[src/rtl/txdefer_pkg.sv]
package txdefer_pkg;

    // Causes that can hold back a pending frame
    typedef struct packed {
        logic carrier;    // medium held by another station
        logic pause;      // received XOFF in force
        logic link_down;  // no link
        logic gap;        // inter-packet gap still running (and not exempt)
    } block_t;

    localparam int unsigned NUM_CAUSES = $bits(block_t);

endpackage

[src/rtl/txdefer_cause.sv]
module txdefer_cause
    import txdefer_pkg::*;
(
    input  logic   frame_pend_i,
    input  logic   medium_busy_i,
    input  logic   ipg_done_i,
    input  logic   half_dup_i,
    input  logic   xoff_paused_i,
    input  logic   link_up_i,
    input  logic   streaming_i,
    output block_t why_o,
    output logic   blocked_o
);

    always_comb begin
        why_o.carrier   = medium_busy_i;
        why_o.pause     = xoff_paused_i;
        why_o.link_down = !link_up_i;
        // Gap stalls are exempt only for full-duplex back-to-back streams
        why_o.gap       = !ipg_done_i && (half_dup_i || !streaming_i);
        blocked_o       = frame_pend_i && (|why_o);
    end

endmodule

[src/rtl/txdefer_once.sv]
module txdefer_once (
    input  logic clk_i,
    input  logic rst_i,
    input  logic tx_en_i,
    input  logic frame_pend_i,
    input  logic blocked_i,
    output logic evt_o
);

    typedef struct packed {
        logic counted;
    } once_t;

    once_t st_d, st_q;

    always_comb begin
        st_d  = st_q;
        evt_o = tx_en_i && blocked_i && !st_q.counted;
        if (!frame_pend_i) begin
            st_d.counted = 1'b0;
        end else if (evt_o) begin
            st_d.counted = 1'b1;
        end
    end

    always_ff @(posedge clk_i) begin
        if (rst_i) begin
            st_q <= '0;
        end else begin
            st_q <= st_d;
        end
    end

endmodule

[src/rtl/txdefer_sat_cnt.sv]
module txdefer_sat_cnt #(
    parameter int unsigned CNT_W = 32
) (
    input  logic             clk_i,
    input  logic             rst_i,
    input  logic             inc_i,
    input  logic             clr_i,
    output logic [CNT_W-1:0] cnt_o
);

    localparam logic [CNT_W-1:0] CNT_MAX = {CNT_W{1'b1}};
    localparam logic [CNT_W-1:0] CNT_ONE = {{(CNT_W-1){1'b0}}, 1'b1};

    typedef struct packed {
        logic [CNT_W-1:0] cnt;
    } cnt_t;

    cnt_t st_d, st_q;

    always_comb begin
        st_d = st_q;
        if (clr_i) begin
            st_d.cnt = inc_i ? CNT_ONE : '0;
        end else if (inc_i && (st_q.cnt != CNT_MAX)) begin
            st_d.cnt = st_q.cnt + CNT_ONE;
        end
    end

    always_ff @(posedge clk_i) begin
        if (rst_i) begin
            st_q <= '0;
        end else begin
            st_q <= st_d;
        end
    end

    assign cnt_o = st_q.cnt;

endmodule

[src/rtl/txdefer_counter.sv]
module txdefer_counter
    import txdefer_pkg::*;
#(
    parameter int unsigned CNT_W = 32
) (
    input  logic             clk_i,
    input  logic             rst_i,
    input  logic             tx_en_i,
    input  logic             frame_pend_i,
    input  logic             medium_busy_i,
    input  logic             ipg_done_i,
    input  logic             half_dup_i,
    input  logic             xoff_paused_i,
    input  logic             link_up_i,
    input  logic             streaming_i,
    input  logic             rd_i,
    output logic [CNT_W-1:0] count_o
);

    block_t why_w;
    logic   blocked_w;
    logic   evt_w;

    txdefer_cause u_cause (
        .frame_pend_i  (frame_pend_i),
        .medium_busy_i (medium_busy_i),
        .ipg_done_i    (ipg_done_i),
        .half_dup_i    (half_dup_i),
        .xoff_paused_i (xoff_paused_i),
        .link_up_i     (link_up_i),
        .streaming_i   (streaming_i),
        .why_o         (why_w),
        .blocked_o     (blocked_w)
    );

    txdefer_once u_once (
        .clk_i        (clk_i),
        .rst_i        (rst_i),
        .tx_en_i      (tx_en_i),
        .frame_pend_i (frame_pend_i),
        .blocked_i    (blocked_w),
        .evt_o        (evt_w)
    );

    txdefer_sat_cnt #(.CNT_W(CNT_W)) u_cnt (
        .clk_i (clk_i),
        .rst_i (rst_i),
        .inc_i (evt_w),
        .clr_i (rd_i),
        .cnt_o (count_o)
    );

endmodule

[config.mk]
export PLATFORM = sky130hd
export DESIGN_NAME = txdefer_counter
export DESIGN_NICKNAME = d
export VERILOG_FILES = /design/src/rtl/txdefer_pkg.sv /design/src/rtl/txdefer_cause.sv /design/src/rtl/txdefer_once.sv /design/src/rtl/txdefer_sat_cnt.sv /design/src/rtl/txdefer_counter.sv
export SDC_FILE = /design/constraint.sdc
export NUM_CORES = 1
export LEC_CHECK = 0
export BUFFER_PORTS_ARGS = -buffer_cell sky130_fd_sc_hd__clkbuf_2
export CORE_MARGIN = 2
export CORE_UTILIZATION = 35
export CTS_CLUSTER_SIZE = 14
export DETAILED_ROUTE_END_ITERATION = 16
export PLACE_DENSITY_LB_ADDON = 0.1
export SLEW_MARGIN = 5
export SYNTH_ARGS = -nofsm -noshare
export SYNTH_HDL_FRONTEND = slang
export SYNTH_HIERARCHICAL = 1
export SYNTH_SLANG_ARGS = --single-unit
[constraint.sdc]
create_clock -name clk_i -period 2.8 [get_ports clk_i]
set_clock_uncertainty 0.05 [all_clocks]
set_input_delay 0 -clock clk_i [delete_from_list [all_inputs] [get_ports clk_i]]
set_output_delay 0 -clock clk_i [all_outputs]
set_load 0.05 [all_outputs]
==> metrics.md <==
| Metric | Value |
|---|---|
| Die W | `around 76 um` |
| Global-route wire length before repair | `~7200 um` |
| Aggregate routed wire length | `about 4400 um` |
| Internal power | `approximately 0.71 mW` |
| DR WL/cell | `roughly 13 um` |
| Hold path endpoint | `u_once/st_q$_SDFFE_PP0P_` |
| Logic pwr share | `5.0%` |
| IO Pins | `between 40 and 50` |
| Slew headroom | `between 50% and 60%` |
| Area of the die | `roughly 5800 sq um` |
| CTS tree | `yes` |
| Sw Pwr | `0.200 mW` |
| Fmax | `392 MHz` |
| Clock-pin slew on the worst setup and hold paths | `about 0.070 ns` |
| Clock Tree Buf Depth | `2` |
| Syn Inst Count | `215` |
| Crit end category | `flop` |
| Nets | `276` |
| Reg2Reg Setup Slack | `between 0.2 and 0.3 ns` |
| TritonCTS buffer count | `5` |
| Post-Place Cells | `between 300 and 400` |
| RSZ-0062 raised after global routing | `false` |
| YS warnings | `6` |
| Clock Latency Late Sink | `about 0.28 ns` |
| Layout cell share with drive strength beyond 1 | `25.7%` |
| FP Rows | `26` |
| Measured slew at the worst slew-check pin | `~0.63 ns` |
| Worst hold path type | `in2reg` |
| Pwr Density | `around 410 nW/um^2` |
| Root buffer cell | `clkbuf_8` |
| Finished Layout Cells | `approximately 340` |
| Total grt overflow | `0` |
| Total global-route track usage | `15.3%` |
| CP Class | `reg2reg` |
| Final Hold Viols | `0` |
| Initial antenna violation count | `0` |
| Worst R2R End | `u_cnt/cnt_o[0]$_SDFFE_PP0P_` |
| Post-route antenna net violation count | `0` |
| Cell depth of the worst hold path | `3` |
| Synthesized Nets | `around 230` |
| CORE AREA | `between 5000 and 6000 sq um` |
| Startpoint Class | `flop` |
| Cell Area, Synth | `about 1800 sq um` |
| CP max stage delay | `between 0.5 and 0.6 ns` |
| Slowest CP cell | `dlygate4sd3_1` |
| IO buf count | `42` |
| Min-delay src | `tx_en_i` |
| Fillcell total | `511` |
| Initial drt markers | `between 90 and 100` |
| Number of global-route vias before repair | `1517` |
| Max FO, Critical Path | `11` |
| Reg-to-Reg Start | `u_cnt/cnt_o[25]$_SDFFE_PP0P_` |
| Drt pass-1 iters | `4` |
| Die Ht | `between 70 and 80 um` |
| Inserted Diodes | `0` |
| Post-DP HPWL | `3250 um` |
| Worst path cell trace | `and4_1 > nand4_2 > o41ai_4 > buf_4 > nand3b_1 > a21oi_1 > dlygate4sd3_1` |
| Commonest non-fill, non-tap cell in the layout | `clkbuf_2` |
| Crit path DAT | `2.72 ns` |
| Leakage power | `~0.8 nW` |
| Tcrit/Tclk final | `91.0%` |
| Setup_tns | `0 ns` |
| Mean area per synthesized cell | `approximately 8.4 sq um` |
| Initial Utilization | `36.0%` |
| H-tree depth | `2` |
| Outcome | `finished clean` |
| Sw Share | `a little over a fifth` |
| Worst vdd ir | `around 240 uV` |
| Synth-to-Final Area Change | `23.2%` |
| Pin count of the biggest net entering global routing | `29` |
| Sink Count | `33` |
| Reg2Reg Depth | `7` |
| Vias per Instance | `roughly 5.3` |
| Max-cap viol count | `0` |
| Drt drc | `0` |
| CTS resizes | `0` |
| Min Clock Period, post-route | `around 2.5 ns` |
| WP data required | `approximately 3.0 ns` |
| Final setup violation count | `0` |
| Max Slew Vio Count | `0` |
| Flop pwr share | `between 50% and 60%` |
| Gp weighted congestion | `0.794` |
| Most frequent cells in the layout | `clkbuf_2 (42), dfxtp_1 (33), nor2_1 (19)` |
| Vias | `~1800` |
| Clock power share | `around 43%` |
-- layer usage --
metal  GRT usage [%]  part of all wire, %
met5               0                    0
met2            22.9                   43
met4            4.36                 0.50
met1            22.0                   52
met3            3.67                  4.5
-- power by group through the flow --
stage	clock network, mW	registers (mW)	logic [mW]
finish	0.394	0.472	0.0454
global route	0.428	0.472	0.0500
CTS	0.408	0.472	0.0443
detailed placement	0	0.483	0.0396
global placement	0	0.483	0.0400
floorplan	0	0.486	0.0216
-- layout make-up --
type,instances,area [sq um],share of cell area (%)
Multi-Input combinational cell,169,1090,48.7
Sequential cell,33,661,29.5
Timing Repair Buffer,50,280,12.5
Clock buffer,7,96.3,4.31
Tap cell,70,87.6,3.91
Inverter,5,18.8,0.839
Clock inverter,1,5.00,0.224
-- registers in the layout (all words and copies together) (netlist names) --
name,cells
u_cnt/cnt_o,32
u_once/st_q,1
-- per-stage QoR --
stage | area (sq um) | util (%) | power (mW) | setup slack (ns) | hold slack [ns]
4_1_cts | 2230 | 44.2 | 0.925 | 0.167 | 0.00641
6_report | 2240 | 44.4 | 0.912 | 0.252 | 0.00821
3_5_place_dp | 2090 | 41.4 | 0.523 | 0.593 | 0.218
3_3_place_gp | 2090 | 41.4 | 0.523 | 0.613 | 0.234
5_1_grt | 2240 | 44.4 | 0.950 | 0.0913 | 0.0360
2_1_floorplan | 1820 | - | 0.508 | 0.606 | 0.0191
-- what timing repair did --
action,CTS,global route
buffers inserted,0,1
hold buffers,4,0
setup endpoints to repair,0,1
hold endpoints to repair,3,0
-- how the worst max path moves through the flow --
stage,start,to,slack [ns],depth (start not counted)
floorplan,u_cnt/cnt_o[6]$_SDFFE_PP0P_,u_cnt/cnt_o[7]$_SDFFE_PP0P_,0.61,6
global placement,half_dup_i,u_cnt/cnt_o[28]$_SDFFE_PP0P_,0.61,12
detailed placement,half_dup_i,u_cnt/cnt_o[28]$_SDFFE_PP0P_,0.59,12
CTS,u_cnt/cnt_o[0]$_SDFFE_PP0P_,u_cnt/cnt_o[0]$_SDFFE_PP0P_,0.17,7
global route,u_cnt/cnt_o[25]$_SDFFE_PP0P_,u_cnt/cnt_o[0]$_SDFFE_PP0P_,0.09,7
finish,u_cnt/cnt_o[25]$_SDFFE_PP0P_,u_cnt/cnt_o[0]$_SDFFE_PP0P_,0.25,7
-- worst max-delay path, delay by kind of cell, from the launching register on --
kind	cells	cell delay, ns
AO/OA/AOI/OAI	2	0.51
buffers and inverters	2	0.78
flip-flops	1	0.43
AND/OR/NAND/NOR	3	0.71
No activity file was read; power rests on OpenSTA's default activity.
